`src/rtl/swd_seq_pkg.sv`:
```
package swd_seq_pkg;

  typedef enum logic [1:0] {
    PH_IDLE = 2'd0,
    PH_LOW  = 2'd1,
    PH_HIGH = 2'd2
  } seq_phase_e;

endpackage

```
`src/rtl/swd_seq_ctrl.sv`:
```
module swd_seq_ctrl
  import swd_seq_pkg::*;
#(
  parameter int CNT_W = 6,
  parameter int DLY   = 2,
  localparam int IDX_W = CNT_W + 1,
  localparam int DLY_W = (DLY > 1) ? $clog2(DLY) : 1
) (
  input  logic             clk,
  input  logic             rst_n,
  input  logic             start,
  input  logic [CNT_W-1:0] cnt_field,
  input  logic             cap_flag,
  output logic             busy,
  output logic             cap_mode,
  output logic [IDX_W-1:0] bit_idx,
  output logic [IDX_W-1:0] total,
  output logic             accept,
  output logic             enter_low,
  output logic [CNT_W-1:0] next_idx,
  output logic             sample_now,
  output logic             last_bit,
  output logic             finish
);

  localparam logic [IDX_W-1:0] MAX_CNT = IDX_W'(1) << CNT_W;

  seq_phase_e       phase_q, phase_d;
  logic [DLY_W-1:0] dly_q, dly_d;
  logic [IDX_W-1:0] idx_q, idx_d;
  logic [IDX_W-1:0] total_q, total_d;
  logic             cap_q, cap_d;
  logic             dly_end;

  assign dly_end    = (dly_q == DLY_W'(DLY - 1));
  assign busy       = (phase_q != PH_IDLE);
  assign accept     = (phase_q == PH_IDLE) && start;
  assign last_bit   = (idx_q == (total_q - IDX_W'(1)));
  assign sample_now = (phase_q == PH_LOW) && dly_end;
  assign finish     = (phase_q == PH_HIGH) && dly_end && last_bit;
  assign enter_low  = accept || ((phase_q == PH_HIGH) && dly_end && !last_bit);
  assign next_idx   = accept ? '0 : CNT_W'(idx_q + IDX_W'(1));
  assign cap_mode   = cap_q;
  assign bit_idx    = idx_q;
  assign total      = total_q;

  always_comb begin
    phase_d = phase_q;
    dly_d   = dly_q;
    idx_d   = idx_q;
    total_d = total_q;
    cap_d   = cap_q;
    unique case (phase_q)
      PH_IDLE: begin
        if (start) begin
          phase_d = PH_LOW;
          dly_d   = '0;
          idx_d   = '0;
          total_d = (cnt_field == '0) ? MAX_CNT : {1'b0, cnt_field};
          cap_d   = cap_flag;
        end
      end
      PH_LOW: begin
        if (dly_end) begin
          phase_d = PH_HIGH;
          dly_d   = '0;
        end else begin
          dly_d = dly_q + DLY_W'(1);
        end
      end
      PH_HIGH: begin
        if (dly_end) begin
          dly_d = '0;
          if (last_bit) begin
            phase_d = PH_IDLE;
          end else begin
            phase_d = PH_LOW;
            idx_d   = idx_q + IDX_W'(1);
          end
        end else begin
          dly_d = dly_q + DLY_W'(1);
        end
      end
      default: phase_d = PH_IDLE;
    endcase
  end

  always_ff @(posedge clk or negedge rst_n) begin
    if (!rst_n) begin
      phase_q <= PH_IDLE;
      dly_q   <= '0;
      idx_q   <= '0;
      total_q <= '0;
      cap_q   <= 1'b0;
    end else begin
      phase_q <= phase_d;
      dly_q   <= dly_d;
      idx_q   <= idx_d;
      total_q <= total_d;
      cap_q   <= cap_d;
    end
  end

endmodule

```
`src/rtl/swd_seq_txsel.sv`:
```
module swd_seq_txsel #(
  parameter int CNT_W = 6,
  localparam int VEC_W = 1 << CNT_W
) (
  input  logic             clk,
  input  logic             rst_n,
  input  logic             load,
  input  logic [VEC_W-1:0] vec_in,
  input  logic [CNT_W-1:0] sel,
  output logic             bit_out
);

  logic [VEC_W-1:0] tx_q, tx_d;

  always_comb begin
    tx_d = tx_q;
    if (load) tx_d = vec_in;
  end

  assign bit_out = load ? vec_in[sel] : tx_q[sel];

  always_ff @(posedge clk or negedge rst_n) begin
    if (!rst_n) tx_q <= '0;
    else        tx_q <= tx_d;
  end

endmodule

```
`src/rtl/swd_seq_packer.sv`:
```
module swd_seq_packer #(
  parameter int CNT_W = 6,
  localparam int VEC_W  = 1 << CNT_W,
  localparam int NBYTES = (VEC_W + 7) / 8,
  localparam int BI_W   = (CNT_W + 1 > 3) ? CNT_W - 2 : 1
) (
  input  logic             clk,
  input  logic             rst_n,
  input  logic             clear,
  input  logic             sample,
  input  logic             din,
  input  logic             last,
  input  logic [BI_W-1:0]  byte_idx,
  output logic [VEC_W-1:0] rx_vec
);

  logic [7:0]       acc_q, acc_d, acc_nx, aligned;
  logic [3:0]       fill_q, fill_d, fill_nx;
  logic [VEC_W-1:0] rx_q, rx_d;
  logic             commit;

  assign acc_nx  = {din, acc_q[7:1]};
  assign fill_nx = fill_q + 4'd1;
  assign commit  = sample && ((fill_nx == 4'd8) || last);
  assign aligned = acc_nx >> (4'd8 - fill_nx);

  always_comb begin
    acc_d  = acc_q;
    fill_d = fill_q;
    rx_d   = rx_q;
    if (clear) begin
      acc_d  = '0;
      fill_d = '0;
      rx_d   = '0;
    end else if (sample) begin
      if (commit) begin
        acc_d  = '0;
        fill_d = '0;
      end else begin
        acc_d  = acc_nx;
        fill_d = fill_nx;
      end
      for (int b = 0; b < NBYTES; b++) begin
        if (commit && (byte_idx == BI_W'(b))) rx_d[b*8 +: 8] = aligned;
      end
    end
  end

  always_ff @(posedge clk or negedge rst_n) begin
    if (!rst_n) begin
      acc_q  <= '0;
      fill_q <= '0;
      rx_q   <= '0;
    end else begin
      acc_q  <= acc_d;
      fill_q <= fill_d;
      rx_q   <= rx_d;
    end
  end

  assign rx_vec = rx_q;

endmodule

```
`src/rtl/swd_seq_shifter.sv`:
```
module swd_seq_shifter #(
  parameter int CNT_W = 6,
  parameter int DLY   = 2,
  localparam int INFO_W = CNT_W + 1,
  localparam int VEC_W  = 1 << CNT_W
) (
  input  logic              clk,
  input  logic              rst_n,
  input  logic              start,
  input  logic [INFO_W-1:0] info,
  input  logic [VEC_W-1:0]  tx_vec,
  input  logic              swdio_i,
  output logic              swclk,
  output logic              swdio_o,
  output logic              swdio_oe,
  output logic [VEC_W-1:0]  rx_vec,
  output logic              done
);

  localparam int IDX_W = CNT_W + 1;
  localparam int BI_W  = CNT_W - 2;

  logic             busy, cap_mode, accept, enter_low, sample_now, last_bit, finish;
  logic [IDX_W-1:0] bit_idx, total;
  logic [CNT_W-1:0] next_idx;
  logic             tx_bit, cap_sel;

  logic swclk_q, swclk_d;
  logic dout_q, dout_d;
  logic oe_q, oe_d;
  logic done_q, done_d;

  swd_seq_ctrl #(.CNT_W(CNT_W), .DLY(DLY)) u_ctrl (
    .clk        (clk),
    .rst_n      (rst_n),
    .start      (start),
    .cnt_field  (info[CNT_W-1:0]),
    .cap_flag   (info[CNT_W]),
    .busy       (busy),
    .cap_mode   (cap_mode),
    .bit_idx    (bit_idx),
    .total      (total),
    .accept     (accept),
    .enter_low  (enter_low),
    .next_idx   (next_idx),
    .sample_now (sample_now),
    .last_bit   (last_bit),
    .finish     (finish)
  );

  swd_seq_txsel #(.CNT_W(CNT_W)) u_txsel (
    .clk     (clk),
    .rst_n   (rst_n),
    .load    (accept),
    .vec_in  (tx_vec),
    .sel     (next_idx),
    .bit_out (tx_bit)
  );

  swd_seq_packer #(.CNT_W(CNT_W)) u_packer (
    .clk      (clk),
    .rst_n    (rst_n),
    .clear    (accept),
    .sample   (sample_now && cap_mode),
    .din      (swdio_i),
    .last     (last_bit),
    .byte_idx (bit_idx[IDX_W-1:3]),
    .rx_vec   (rx_vec)
  );

  assign cap_sel = accept ? info[CNT_W] : cap_mode;

  always_comb begin
    swclk_d = swclk_q;
    dout_d  = dout_q;
    oe_d    = oe_q;
    done_d  = finish;
    if (enter_low) begin
      swclk_d = 1'b0;
      dout_d  = cap_sel ? 1'b1 : tx_bit;
    end else if (sample_now) begin
      swclk_d = 1'b1;
    end
    if (accept) oe_d = !info[CNT_W];
    if (finish) begin
      oe_d   = 1'b1;
      dout_d = 1'b1;
    end
  end

  always_ff @(posedge clk or negedge rst_n) begin
    if (!rst_n) begin
      swclk_q <= 1'b1;
      dout_q  <= 1'b1;
      oe_q    <= 1'b1;
      done_q  <= 1'b0;
    end else begin
      swclk_q <= swclk_d;
      dout_q  <= dout_d;
      oe_q    <= oe_d;
      done_q  <= done_d;
    end
  end

  assign swclk    = swclk_q;
  assign swdio_o  = dout_q;
  assign swdio_oe = oe_q;
  assign done     = done_q;

endmodule

```
`config.mk`:
```
export PLATFORM = sky130hd
export DESIGN_NAME = swd_seq_shifter
export DESIGN_NICKNAME = d
export VERILOG_FILES = /design/src/rtl/swd_seq_pkg.sv /design/src/rtl/swd_seq_ctrl.sv /design/src/rtl/swd_seq_txsel.sv /design/src/rtl/swd_seq_packer.sv /design/src/rtl/swd_seq_shifter.sv
export SDC_FILE = /design/constraint.sdc
export NUM_CORES = 1
export LEC_CHECK = 0
export BUFFER_PORTS_ARGS = -buffer_cell sky130_fd_sc_hd__buf_2
export CAP_MARGIN = 0
export CORE_MARGIN = 1.5
export CORE_UTILIZATION = 40
export DETAILED_ROUTE_END_ITERATION = 8
export PLACE_DENSITY = 0.63
export SYNTH_ARGS = -nofsm -noshare
export SYNTH_HDL_FRONTEND = slang
export SYNTH_SLANG_ARGS = --single-unit
```
`constraint.sdc`:
```
create_clock -name clk -period 7.1 [get_ports clk]
set_clock_uncertainty 0.1 [all_clocks]
set_input_delay 0.355 -clock clk [delete_from_list [all_inputs] [get_ports clk]]
set_output_delay 0.355 -clock clk [all_outputs]
set_load 0.005 [all_outputs]
```
==> impl_metrics.tcl <==
set metrics [dict create \
    outcome "complete, no violations" \
    netlist_area_um2 8080 \
    clock_sinks 161 \
    ys_seq_area_share_pct 49.9 \
    drv_cap 0 \
    drive_gt1_share_pct 22.7 \
    track_usage_pct 19.7 \
    arrival_ps 3830 \
    grt_pass1_vias 6255 \
    totalPowerFinal_mw 3.19 \
    grt_pass1_wl_um 33500 \
    grt-ovfl-total 0 \
    period_needed_ps 3670 \
    place_area_um2 8960 \
    drt_wl_total_um 20100 \
    crit_path_max_incr_delay_ps 880 \
    port_buffers 142 \
    cpLargestDelayFamily "compound AO/OA/AOI/OAI gates" \
    drc 0 \
    start_util_pct 41.1 \
    crit_required_ps 7260 \
    htree_levels 4 \
    synthFlopType "dfrtp_1" \
    p_per_area_nw_per_um2 334 \
    antenna_found_initial 0 \
    finalCritPeriodShare_pct 51.7 \
    ys_warn_count 0 \
    synth_nets 916 \
    synth-seq-cells 161 \
    die_w_um 145 \
    core_area_um2 19700 \
    rsz0062_at_grt "false" \
    setup_viol 0 \
    die_h_um 145 \
    max_freq_ghz 0.273 \
    pin_count 143 \
    clock-root-buffer "clkbuf_16" \
    cts_tree "yes" \
    worst-path-buf-inv 2 \
    cp_max_fo 44 \
    slew_headroom_pct 31.0 \
    viasPerCell 5.19 \
    final_area_um2 9540 \
    cpMaxStageDelayCell "o21ai_0" \
    worstSetupEndpointType "flop" \
    cts_resized 0 \
    grt_max_degree 89 \
    slew_violations 0 \
    path_clk_slew_ps 60 \
    insertion_delay_ps 430 \
    cts_buffers 17 \
    syn_area_per_cell_um2 9.69 \
    ant_nets 0 \
    tns_ps 0 \
    fin_nets 1030 \
    dieArea_um2 21000 \
    layout_commonest_cell "nand2_1" \
    path_class "reg -> reg" \
    nFillCells 1932 \
    hpwl_um 13900 \
    area_growth_pct 18.1 \
    startpoint_type "flop" \
    worst_pin_slew_ps 1020 \
    async_flop_share_pct 100 \
    n_antenna_cell 0 \
    wl_per_cell_um 16.4 \
    worstPathCellList "inv_1 -> ha_1 -> and2_2 -> buf_4 -> a211oi_1 -> o21ai_0 -> mux2i_1" \
    num_rows 51 \
    hold_path.class "in -> reg" \
    place_congestion 0.809 \
    synth_enable_flop_cells 0 \
    synth_cells 833 \
    drt-initial-drc-count 437 \
    firstDrtPassIters 5 \
    power_leakage_nw 4.96 \
    clockBufferDepth 2 \
    vdd_drop_max_mv 0.181 \
    synth_cell_types 66 \
    finalHoldViolations 0 \
    layout_common_cells "295 x nand2_1, 158 x dfrtp_1, 141 x buf_2, 69 x mux2i_1, 21 x nor2_1" \
    vias 6351 \
]
-- repair_timing --
| action | 4_1_cts | 5_1_grt |
|---|---|---|
| hold buffers | 1 | 0 |
| endpoints found under the hold margin | 86 | 0 |
| buffers inserted | 0 | 0 |
-- Yosys cell counts, types with 3 or more instances --
| cell | count | area share [%] |
|---|---|---|
| nand2_1 | 296 | 14 |
| dfrtp_1 | 158 | 49 |
| mux2i_1 | 69 | 8.6 |
| clkbuf_1 | 41 | 1.9 |
| nor2_1 | 21 | 0.98 |
| o21ai_0 | 16 | 0.99 |
| nand2b_1 | 15 | 1.2 |
| a21oi_1 | 12 | 0.74 |
| xnor2_1 | 12 | 1.3 |
| inv_1 | 11 | 0.51 |
| mux4_2 | 11 | 3.1 |
| nand3_1 | 11 | 0.68 |
| a22o_1 | 10 | 1.1 |
| mux2_2 | 9 | 1.3 |
| nor3_1 | 9 | 0.56 |
| ha_1 | 8 | 1.2 |
| buf_1 | 7 | 0.33 |
| o211ai_1 | 7 | 0.65 |
| a211oi_1 | 6 | 0.56 |
| nor2b_1 | 6 | 0.46 |
| nand4_1 | 5 | 0.39 |
| o31ai_1 | 5 | 0.46 |
| xor2_1 | 5 | 0.54 |
| a2111oi_0 | 4 | 0.43 |
| and3_1 | 4 | 0.31 |
| buf_2 | 4 | 0.25 |
| nor4_1 | 4 | 0.31 |
| o221ai_1 | 4 | 0.43 |
| a31o_1 | 3 | 0.33 |
| and2_1 | 3 | 0.23 |
| dfstp_2 | 3 | 0.98 |
| nor3b_1 | 3 | 0.28 |
| o2111ai_2 | 3 | 0.56 |
| o21ai_1 | 3 | 0.19 |
| o41ai_1 | 3 | 0.33 |
-- flip-flops by register name (all words and copies together) (netlist names) --
register / flops
u_packer.rx_vec: 64
u_txsel.tx_q: 64
u_ctrl.bit_idx: 7
u_ctrl.total: 7
u_packer.acc_q: 7
u_packer.fill_q: 4
u_ctrl.phase_q: 2
done: 1
swclk: 1
swdio_o: 1
swdio_oe: 1
u_ctrl.cap_mode: 1
u_ctrl.dly_end: 1
-- worst reg2reg max path, cell delays in order, from the launching register on --
cell,delay [ps]
dfrtp_1,420
inv_1,110
ha_1,350
and2_2,720
buf_4,530
a211oi_1,230
o21ai_0,880
mux2i_1,170
-- metal layers --
metal | wire [µm] | vias up | GRT usage, %
met5 | 0 | - | 0
met1 | 9400 | 3109 | 27.4
met4 | 382 | 0 | 6.48
met3 | 790 | 26 | 3.36
met2 | 9560 | 136 | 31.4
li1 | - | 3080 | -
-- logic make-up (layout without fill, tap and decap cells) --
kind of cell | Yosys count | after routing | synth area share [%]
adder cells (fa/ha/maj) | 8 | 8 | 1.24
AND/OR/NAND/NOR | 390 | 390 | 20.5
flip-flops | 161 | 161 | 49.9
AO/OA/AOI/OAI | 105 | 105 | 10.6
XOR/XNOR | 17 | 17 | 1.84
buffers and inverters | 63 | 189 | 2.99
multiplexers | 89 | 89 | 12.9
-- final cells by class --
cell class | count | area, µm² | share of cell area [%]
clock inverters | 13 | 129 | 1.35
repair buffers | 147 | 757 | 7.93
flip-flops and latches | 161 | 4030 | 42.3
clock buffers | 18 | 439 | 4.60
multi-input cells | 609 | 3810 | 39.9
well taps | 265 | 332 | 3.48
inverters | 11 | 41.3 | 0.433
-- through the flow --
step	utilization, %	instances	hold slack (ps)	setup WS (ps)
3_5_place_dp	45.6	1192	354	3390
2_1_floorplan	-	833	-40.6	4360
6_report	48.5	1224	14.8	3430
5_1_grt	48.5	1224	17.2	2930
3_3_place_gp	45.6	1192	350	3540
4_1_cts	48.5	1224	4.06	3430
-- power breakdown --
group          internal [mW]  leakage, nW  switching (mW)  total (mW)
sequential              1.14         2.12           0.157        1.29
combinational          0.389         2.57           0.620        1.01
clock                  0.496        0.267           0.390       0.885
total                   2.02         4.96            1.17        3.19
-- path summary, 6_finish.rpt --
kind	from	end	slack, ps	cells after the start
max	u_ctrl.phase_q[0]	u_packer.rx_vec[17]	3430	7
min	tx_vec[43]	u_txsel.tx_q[43]	10	3
max reg2reg	u_ctrl.phase_q[0]	u_packer.rx_vec[17]	3430	7
min reg2reg	u_txsel.tx_q[38]	u_txsel.tx_q[38]	370	2
max in group asynchronous	rst_n	u_packer.rx_vec[18]	4990	3
min in group asynchronous	rst_n	u_txsel.tx_q[46]	460	2
(Power assumes the default switching activity.)
